--- config.mk ---
export PLATFORM = sky130hd
export DESIGN_NAME = bcyc_top
export DESIGN_NICKNAME = d
export VERILOG_FILES = /design/src/rtl/bcyc_pkg.sv /design/src/rtl/bcyc_phase_fsm.sv /design/src/rtl/bcyc_lane_drive.sv /design/src/rtl/bcyc_rd_capture.sv /design/src/rtl/bcyc_top.sv
export SDC_FILE = /design/constraint.sdc
export NUM_CORES = 1
export LEC_CHECK = 0
export BUFFER_PORTS_ARGS = -buffer_cell sky130_fd_sc_hd__buf_2
export CORE_ASPECT_RATIO = 0.9
export CORE_MARGIN = 2
export CORE_UTILIZATION = 44
export CTS_CLUSTER_SIZE = 16
export DETAILED_ROUTE_END_ITERATION = 10
export GPL_TIMING_DRIVEN = 0
export PLACE_DENSITY = 0.86
export SETUP_SLACK_MARGIN = 0.02
export SLEW_MARGIN = 20
export SYNTH_ARGS = -nofsm -noshare
export SYNTH_HDL_FRONTEND = slang
export SYNTH_SLANG_ARGS = --single-unit
--- constraint.sdc ---
create_clock -name clk -period 1.5 [get_ports clk]
set_input_delay 0.15 -clock clk [delete_from_list [all_inputs] [get_ports clk]]
set_output_delay 0.15 -clock clk [all_outputs]
set_load 0.02 [all_outputs]
--- src/rtl/bcyc_pkg.sv ---
package bcyc_pkg;
  localparam int BUS_W  = 16;
  localparam int ADDR_W = 20;
  localparam int UP_W   = ADDR_W - BUS_W;
  localparam int BYTE_W = BUS_W / 2;
  localparam int SEG_W  = 2;

  typedef enum logic [2:0] {
    PH_IDLE, PH_T1, PH_T2, PH_T3, PH_TW, PH_T4
  } phase_t;

  // Place write data on the lane that the access size and address bit 0 select.
  function automatic logic [BUS_W-1:0] lane_out(input logic word, input logic a0,
                                                input logic [BUS_W-1:0] wd);
    logic [BUS_W-1:0] b;
    b = {{BYTE_W{1'b0}}, wd[BYTE_W-1:0]};
    if (word) return wd;
    return a0 ? (b << BYTE_W) : b;
  endfunction

  // Pick returned bus data from its lane and right-align bytes.
  function automatic logic [BUS_W-1:0] lane_in(input logic word, input logic a0,
                                               input logic [BUS_W-1:0] bus);
    if (word) return bus;
    return a0 ? (bus >> BYTE_W) : {{BYTE_W{1'b0}}, bus[BYTE_W-1:0]};
  endfunction

  // Upper-line status: top bit constant low, then interrupt enable, then segment code.
  function automatic logic [UP_W-1:0] status_code(input logic ie, input logic [SEG_W-1:0] seg);
    return {1'b0, ie, seg};
  endfunction

  function automatic logic upper_lane_used(input logic word, input logic a0);
    return word | a0;
  endfunction
endpackage

--- src/rtl/bcyc_phase_fsm.sv ---
module bcyc_phase_fsm
  import bcyc_pkg::*;
(
  input  logic   clk,
  input  logic   rst_n,
  input  logic   start,
  input  logic   rdy_i,
  output phase_t phase,
  output logic   sample_ev
);
  phase_t nxt;

  assign sample_ev = ((phase == PH_T3) || (phase == PH_TW)) && rdy_i;

  always_comb begin
    nxt = phase;
    unique case (phase)
      PH_IDLE: if (start) nxt = PH_T1;
      PH_T1:   nxt = PH_T2;
      PH_T2:   nxt = PH_T3;
      PH_T3:   nxt = rdy_i ? PH_T4 : PH_TW;
      PH_TW:   nxt = rdy_i ? PH_T4 : PH_TW;
      PH_T4:   nxt = PH_IDLE;
      default: nxt = PH_IDLE;
    endcase
  end

  always_ff @(posedge clk or negedge rst_n) begin
    if (!rst_n) phase <= PH_IDLE;
    else        phase <= nxt;
  end
endmodule

--- src/rtl/bcyc_lane_drive.sv ---
module bcyc_lane_drive
  import bcyc_pkg::*;
(
  input  phase_t            phase,
  input  logic [ADDR_W-1:0] addr,
  input  logic              is_mem,
  input  logic              wr,
  input  logic              word,
  input  logic [BUS_W-1:0]  wdata,
  input  logic [SEG_W-1:0]  seg,
  input  logic              ie,
  output logic [BUS_W-1:0]  ad_o,
  output logic              ad_oe_o,
  output logic [UP_W-1:0]   upper_o,
  output logic              addr_latch_o,
  output logic              read_n_o,
  output logic              write_n_o,
  output logic              mem_sel_o,
  output logic              dir_tx_o,
  output logic              xcvr_en_n_o,
  output logic              hi_en_n_o
);
  logic in_t1, data_ph, strobe_ph, active;

  assign in_t1     = (phase == PH_T1);
  assign data_ph   = (phase == PH_T2) || (phase == PH_T3) || (phase == PH_TW) || (phase == PH_T4);
  assign strobe_ph = (phase == PH_T2) || (phase == PH_T3) || (phase == PH_TW);
  assign active    = in_t1 || data_ph;

  always_comb begin
    ad_o    = '0;
    upper_o = '0;
    if (in_t1) begin
      ad_o    = addr[BUS_W-1:0];
      upper_o = addr[ADDR_W-1:BUS_W];
    end else if (data_ph) begin
      upper_o = status_code(ie, seg);
      if (wr) ad_o = lane_out(word, addr[0], wdata);
    end
  end

  assign ad_oe_o      = in_t1 || (data_ph && wr);
  assign addr_latch_o = in_t1;
  assign read_n_o     = !(strobe_ph && !wr);
  assign write_n_o    = !(strobe_ph && wr);
  assign mem_sel_o    = active && is_mem;
  assign dir_tx_o     = active && wr;
  assign xcvr_en_n_o  = !data_ph;
  assign hi_en_n_o    = !(active && upper_lane_used(word, addr[0]));
endmodule

--- src/rtl/bcyc_rd_capture.sv ---
module bcyc_rd_capture
  import bcyc_pkg::*;
(
  input  logic             clk,
  input  logic             rst_n,
  input  logic             sample_ev,
  input  logic             word,
  input  logic             a0,
  input  logic [BUS_W-1:0] ad_i,
  output logic [BUS_W-1:0] rdata_o
);
  always_ff @(posedge clk or negedge rst_n) begin
    if (!rst_n)         rdata_o <= '0;
    else if (sample_ev) rdata_o <= lane_in(word, a0, ad_i);
  end
endmodule

--- src/rtl/bcyc_top.sv ---
module bcyc_top
  import bcyc_pkg::*;
(
  input  logic              clk,
  input  logic              rst_n,
  input  logic              req_valid_i,
  input  logic [ADDR_W-1:0] req_addr_i,
  input  logic              req_is_mem_i,
  input  logic              req_write_i,
  input  logic              req_word_i,
  input  logic [BUS_W-1:0]  req_wdata_i,
  input  logic [SEG_W-1:0]  req_seg_i,
  input  logic              int_en_i,
  output logic              idle_o,
  output logic [BUS_W-1:0]  ad_o,
  output logic              ad_oe_o,
  input  logic [BUS_W-1:0]  ad_i,
  output logic [UP_W-1:0]   upper_o,
  output logic              addr_latch_o,
  output logic              read_n_o,
  output logic              write_n_o,
  output logic              mem_sel_o,
  output logic              dir_tx_o,
  output logic              xcvr_en_n_o,
  output logic              hi_en_n_o,
  input  logic              rdy_i,
  output logic [BUS_W-1:0]  rdata_o,
  output logic              done_o,
  output logic              err_o
);
  phase_t            phase;
  logic              sample_ev, misaligned, accept, refuse;
  logic [ADDR_W-1:0] q_addr;
  logic              q_mem, q_wr, q_word, q_ie;
  logic [BUS_W-1:0]  q_wdata;
  logic [SEG_W-1:0]  q_seg;

  assign idle_o     = (phase == PH_IDLE);
  assign misaligned = req_word_i && req_addr_i[0];
  assign accept     = req_valid_i && idle_o && !misaligned;
  assign refuse     = req_valid_i && idle_o && misaligned;
  assign done_o     = (phase == PH_T4);

  always_ff @(posedge clk or negedge rst_n) begin
    if (!rst_n) begin
      q_addr <= '0; q_mem <= 1'b0; q_wr <= 1'b0; q_word <= 1'b0;
      q_wdata <= '0; q_seg <= '0; q_ie <= 1'b0; err_o <= 1'b0;
    end else begin
      err_o <= refuse;
      if (accept) begin
        q_addr  <= req_addr_i;
        q_mem   <= req_is_mem_i;
        q_wr    <= req_write_i;
        q_word  <= req_word_i;
        q_wdata <= req_wdata_i;
        q_seg   <= req_seg_i;
        q_ie    <= int_en_i;
      end
    end
  end

  bcyc_phase_fsm u_fsm (
    .clk(clk), .rst_n(rst_n), .start(accept), .rdy_i(rdy_i),
    .phase(phase), .sample_ev(sample_ev)
  );

  bcyc_lane_drive u_drive (
    .phase(phase), .addr(q_addr), .is_mem(q_mem), .wr(q_wr), .word(q_word),
    .wdata(q_wdata), .seg(q_seg), .ie(q_ie),
    .ad_o(ad_o), .ad_oe_o(ad_oe_o), .upper_o(upper_o), .addr_latch_o(addr_latch_o),
    .read_n_o(read_n_o), .write_n_o(write_n_o), .mem_sel_o(mem_sel_o),
    .dir_tx_o(dir_tx_o), .xcvr_en_n_o(xcvr_en_n_o), .hi_en_n_o(hi_en_n_o)
  );

  bcyc_rd_capture u_cap (
    .clk(clk), .rst_n(rst_n), .sample_ev(sample_ev), .word(q_word),
    .a0(q_addr[0]), .ad_i(ad_i), .rdata_o(rdata_o)
  );
endmodule

-- After elaboration in Yosys (flattened, before gate mapping)
Cells that the tools add are included.
- equality and inequality tests: 6
- multiplexer cells: 19
- bitwise logic cells: 1
- reductions and logical operators: 25
- operator list (operator ; number):
    $mux 16 ; 8
    $pmux 3 s4 ; 1
    $logic_and 1x1->1 ; 11
    $mux 8 ; 1
    $eq 3x2->1 const B ; 2
    $eq 3x3->1 const B ; 2
    $logic_not 1->1 ; 6
    $logic_or 1x1->1 ; 6
    $mux 1 ; 6
    $mux 3 ; 2
    $mux 4 ; 1
    $eq 3x1->1 const B ; 1
    $logic_not 3->1 ; 1
    $ne 2x1->1 const B ; 1
    $reduce_or 2->1 ; 1
    $or 1x1->1 ; 1
- register bits after elaboration: 62
- bits of input ports: 62
- output and inout port bits: 47
- logic and storage cells: 61

-- Logic depth before layout (Yosys ltp)
- word-level depth: 10
- mapped depth: 6

-- Modules after synthesis
A second synthesis with hierarchy kept.
- cell total of the unflattened synthesis: 255
- area total of the unflattened synthesis: 3343.2 µm²
- modules (own cells, without submodules) (module ; instances ; cells an instance ; area an instance (µm²)):
    bcyc_top ; 1 ; 98 ; 1811.7
    bcyc_rd_capture ; 1 ; 80 ; 825.8
    bcyc_lane_drive ; 1 ; 63 ; 546.8
    bcyc_phase_fsm ; 1 ; 14 ; 158.9

-- Least setup slack after synthesis
No wires, ideal clock.
- kind: reg-to-reg
- from: register q_word
- to: register u_cap.rdata_o[5]
- setup time: 0.125 ns
- data arrival time: 1.549 ns
- path slack: -0.174 ns
- cell stages (with the launch flop): 7
- path buffers: 3
- path through: dfrtp_1 buf_4 nor2b_1 buf_2 buf_2 mux2_2 mux2_2
- longest elaborated chain between the ends: 3
- ends and longest elaborated chain (item ; RTL line ; text):
    start, declared ; bcyc_top.sv:34 ; logic q_mem, q_wr, q_word, q_ie;
    start signal, assigned ; bcyc_top.sv:54 ; q_word <= req_word_i;
    $mux 1 ; bcyc_pkg.sv:24 ; if (word) return bus;
    $mux 1 ; bcyc_rd_capture.sv:14 ; else if (sample_ev) rdata_o <= lane_in(word, a0, ad_i);
    $mux 16 ; bcyc_pkg.sv:25 ; return a0 ? (bus >> BYTE_W) : {{BYTE_W{1'b0}}, bus[BYTE_W-1:0]};
    end signal, assigned ; bcyc_rd_capture.sv:14 ;
    end, declared ; bcyc_rd_capture.sv:10 ; output logic [BUS_W-1:0] rdata_o
No other way between the ends. The select of a mux whose other input is x is not followed.
A chain may end at the register's enable or synchronous reset.

-- Final worst setup path
- from: register u_fsm.phase[1]
- to: output port upper_o[3]
- longest elaborated chain between the ends: 2
- ends and longest elaborated chain (item ; RTL line ; text):
    start, declared ; bcyc_phase_fsm.sv:8 ; output phase_t phase,
    start signal, assigned ; bcyc_phase_fsm.sv:30 ; else phase <= nxt;
    $eq 3x1->1 ; bcyc_lane_drive.sv:25 ; assign in_t1 = (phase == PH_T1);
    $mux 4 ; bcyc_lane_drive.sv:33 ; if (in_t1) begin
    end, declared ; bcyc_top.sv:18 ; output logic [UP_W-1:0] upper_o,
No other way between the ends.

==> results_tabular.tex <==
\begin{tabular}{lr}
\hline
Metric & Value \\
\hline
\multicolumn{2}{l}{\textbf{Placed design}} \\
Half-perimeter wire length after detailed placement & 5158 um \\
Routability congestion estimate & 0.7416 \\
Total of buffers placed on input and output ports & 108 \\
\multicolumn{2}{l}{\textbf{GRT}} \\
Wire length of the first global-routing pass & 11790 um \\
Maximum number of pins on one net before global-route repair & 63 \\
Total global routing overflow & 0 \\
Via count of the first global-routing pass & 2471 \\
Number of antenna violations at the first check in global routing & 0 \\
All-layer global routing usage & 0.2199 \\
\multicolumn{2}{l}{\textbf{Hold path}} \\
Path type of the worst min-delay path & input port to register \\
Min-delay src & req\_wdata\_i[11] \\
Instance count along the most critical hold path & 2 \\
Hold endpoint & q\_wdata[11]\$\_DFFE\_PN0P\_ \\
\multicolumn{2}{l}{\textbf{Floorplan}} \\
Vertical die dimension & 81.09 um \\
Initial standard-cell utilization of the core & 0.4483 \\
I/O pins & 109 \\
DIE WIDTH & 89.66 um \\
Total die area & 7270 sq um \\
Floorplan row count & 28 \\
Placeable Area & 6481 sq um \\
\multicolumn{2}{l}{\textbf{Yosys}} \\
Synthesized flop and latch total & 62 \\
Primary flip-flop cell chosen by synthesis mapping & dfrtp\_1 \\
Mean area per synthesized cell & 12.69 sq um \\
Leading post-synthesis cells by instance count & dfrtp\_1 (62), mux2\_2 (55), nand2\_1 (13) \\
Count of mapped cells out of synthesis & 229 \\
Dominant cell by count in the synthesized netlist & dfrtp\_1 \\
Top cells by area in the synthesized netlist & dfrtp\_1 (53\%), mux2\_2 (21\%), a22oi\_1 (2.8\%) \\
Number of enable-type register cells in the synthesized netlist & 0 \\
Number of distinct standard cells referenced by the synthesized netlist & 29 \\
Net count after synthesis & 291 \\
Cell Area, Synth & 2905 sq um \\
Largest area contributor in the netlist & dfrtp\_1 \\
Fraction of registers with async set or reset after synthesis & 1.000 \\
Top-area cell type share of the netlist area & 0.5340 \\
Proportion of synthesized chip area in sequential cells & 0.5340 \\
Count of yosys warnings during synthesis & 0 \\
\multicolumn{2}{l}{\textbf{Setup path}} \\
Reg2reg start & u\_fsm.phase[1]\$\_DFFE\_PN0P\_ \\
Critical path class & register to output pin \\
Length in cells of the worst reg-to-reg path & 6 \\
Register-to-Register Setup Slack & -0.21 ns \\
Reg-to-reg endpoint & u\_cap.rdata\_o[5]\$\_DFFE\_PN0P\_ \\
Endpoint type of the worst setup path & output pin \\
Launching instance or port of the critical path & u\_fsm.phase[1]\$\_DFFE\_PN0P\_ \\
Data arrival time of the critical path & 1.71 ns \\
Launching element type of the critical path & register \\
Max FO, Critical Path & 6 \\
Required time at the worst-slack endpoint & 1.35 ns \\
\multicolumn{2}{l}{\textbf{Timing}} \\
Share of the clock period used by the worst path & 1.241 \\
Final min period & 1.861 ns \\
F\_max & 537.3 MHz \\
Final setup violation count & 86 \\
Post-Route Skew & 0.005362 ns \\
Number of hold violations in the final report & 0 \\
Setup WS post-layout & -0.3613 ns \\
Final Slew Violations & 0 \\
RSZ-0062 raised after global routing & true \\
Final Hold Slack & 0.03801 ns \\
Slew at the pin with the worst max-slew slack & 0.7764 ns \\
Max transition margin & 0.4824 \\
\multicolumn{2}{l}{\textbf{Layout}} \\
Count of filler cells inserted in the layout & 489 \\
Signed area change from the synthesized netlist to the final layout & 54.91\% \\
Fraction of final layout cells with drive strength greater than 1 & 0.6605 \\
Post-Route Utilization & 0.6944 \\
Post-layout nets & 437 \\
Count of antenna diodes in the layout & 0 \\
\multicolumn{2}{l}{\textbf{Route}} \\
Number of iterations in the first detailed-routing pass & 4 \\
Detailed Route WL & 7837 um \\
Residual DRC & 0 \\
Average routed wire per standard cell & 16.67 um \\
Total vias in the final route & 2379 \\
Initial detailed-routing violation count & 60 \\
Remaining number of nets flagged by the antenna check after routing & 0 \\
Average via count per standard cell & 5.062 \\
\multicolumn{2}{l}{\textbf{Power}} \\
Total power divided by cell area & 2404 nW/um\^{}2 \\
Total leakage power & 2.102 nW \\
Worst ir drop on vdd & 1.575 mV \\
\multicolumn{2}{l}{\textbf{CTS}} \\
Bufs on Longest Clock Path & 2 \\
Number of sinks on the clock net & 62 \\
Clock-pin slew of the registers on the worst-case setup and hold paths & 0.07 ns \\
Clock tree from TritonCTS & yes \\
Worst-skew pair later-pin latency & 0.34 ns \\
Clock root buffer & clkbuf\_8 \\
CTS buffer count & 9 \\
H-tree lvl count & 3 \\
\multicolumn{2}{l}{\textbf{Job}} \\
MaxCap Viol Count & 0 \\
\multicolumn{2}{l}{\textbf{Status}} \\
Result of the run & complete, but fails checks \\
Violations in the final reports & negative setup slack \\
\hline
\end{tabular}
==> state kept, by name, indices dropped and copies added, names as in the netlist <==
register	count
err_o	1
q_addr	20
q_ie	1
q_mem	1
q_seg	2
q_wdata	16
q_word	1
q_wr	1
u_cap.rdata_o	16
u_fsm.phase	3
==> per-stage QoR <==
stage	TNS [ns]	power, mW	instances	setup WS [ns]	cell area [sq um]
after CTS	-15.93	10.46	466	-0.3929	4375
after floorplan	-1.044	6.426	229	-0.05153	3093
after detailed placement	-5.313	7.803	427	-0.2866	3749
final	-17.24	10.82	470	-0.3613	4501
after global routing	-21.93	11.41	470	-0.4182	4501
after global placement	-4.485	7.629	427	-0.2608	3746
==> power breakdown <==
| part | switching [mW] | total, mW | internal (mW) |
|---|---|---|---|
| Clock | 0.623 | 1.39 | 0.763 |
| Combinational | 3.00 | 6.38 | 3.38 |
| Sequential | 0.561 | 3.05 | 2.49 |
| Total | 4.19 | 10.8 | 6.64 |
==> repair_timing <==
action	in CTS	in global routing
pin swaps	13	8
gates resized for setup	74	17
cloned	1	1
setup buffers	21	6
hold buffers	1	0
hold endpoints to repair	62	0
endpoints found under the setup margin	67	88
==> kinds of logic (layout without fill, tap and decap cells) <==
kind of cell | after synthesis | after routing | synth area share
AO/OA/AOI/OAI | 45 | 45 | 0.1141
XOR/XNOR | 2 | 2 | 0.006030
buffers and inverters | 24 | 175 | 0.04091
flip-flops | 62 | 62 | 0.5340
multiplexers | 64 | 64 | 0.2446
AND/OR/NAND/NOR | 32 | 32 | 0.06029
==> cell type report <==
type                    instances  area (sq um)  share of cell area
plain buffers                  13         163.9             0.03642
well taps                      90         112.6             0.02502
inverters                       9         33.78            0.007506
flip-flops and latches         62          1554              0.3453
repair buffers                137         975.9              0.2168
multi-input cells             143          1478              0.3283
clock inverters                 4         47.55             0.01056
clock buffers                  12         135.1             0.03003
==> placed cells by master (no fill, tap or decap), types with 8 or more instances in the layout <==
cell type | netlist | final
a22o_1 | 9 | 9
mux2_2 | 55 | 52
inv_1 | 9 | 9
buf_4 | 2 | 29
dfrtp_1 | 62 | 60
buf_2 | 11 | 80
clkbuf_8 | 0 | 9
nand2_1 | 13 | 13
buf_6 | 1 | 31
a22oi_1 | 11 | 8
mux2i_1 | 8 | 8
==> critical path: stages, from the launching register on <==
cell and delay [ns]:
dfrtp_2 0.43, and2b_2 0.22, nor2b_4 0.16, buf_6 0.16
clkbuf_16 0.15, and2_4 0.13, buf_6 0.10
==> worst max path at each step <==
| stage | depth (start not counted) | end | slack (ns) |
|---|---|---|---|
| finish | 6 | upper_o[3] | -0.36 |
| global route | 6 | ad_o[15] | -0.42 |
| CTS | 6 | ad_o[9] | -0.39 |
| detailed placement | 5 | ad_o[9] | -0.29 |
| global placement | 5 | ad_o[10] | -0.26 |
| floorplan | 6 | u_cap.rdata_o[4]$_DFFE_PN0P_ | -0.05 |
==> routing by layer <==
layer / routed length (um) / part of all wire / track usage / vias up
met5: 0 / 0 / 0 / -
met4: 97 / 0.012 / 0.06567 / 0
met3: 406 / 0.052 / 0.06911 / 9
met2: 4031 / 0.51 / 0.3757 / 71
met1: 3302 / 0.42 / 0.2647 / 1181
li1: - / - / - / 1118
Power figures use the tool's default switching activity.
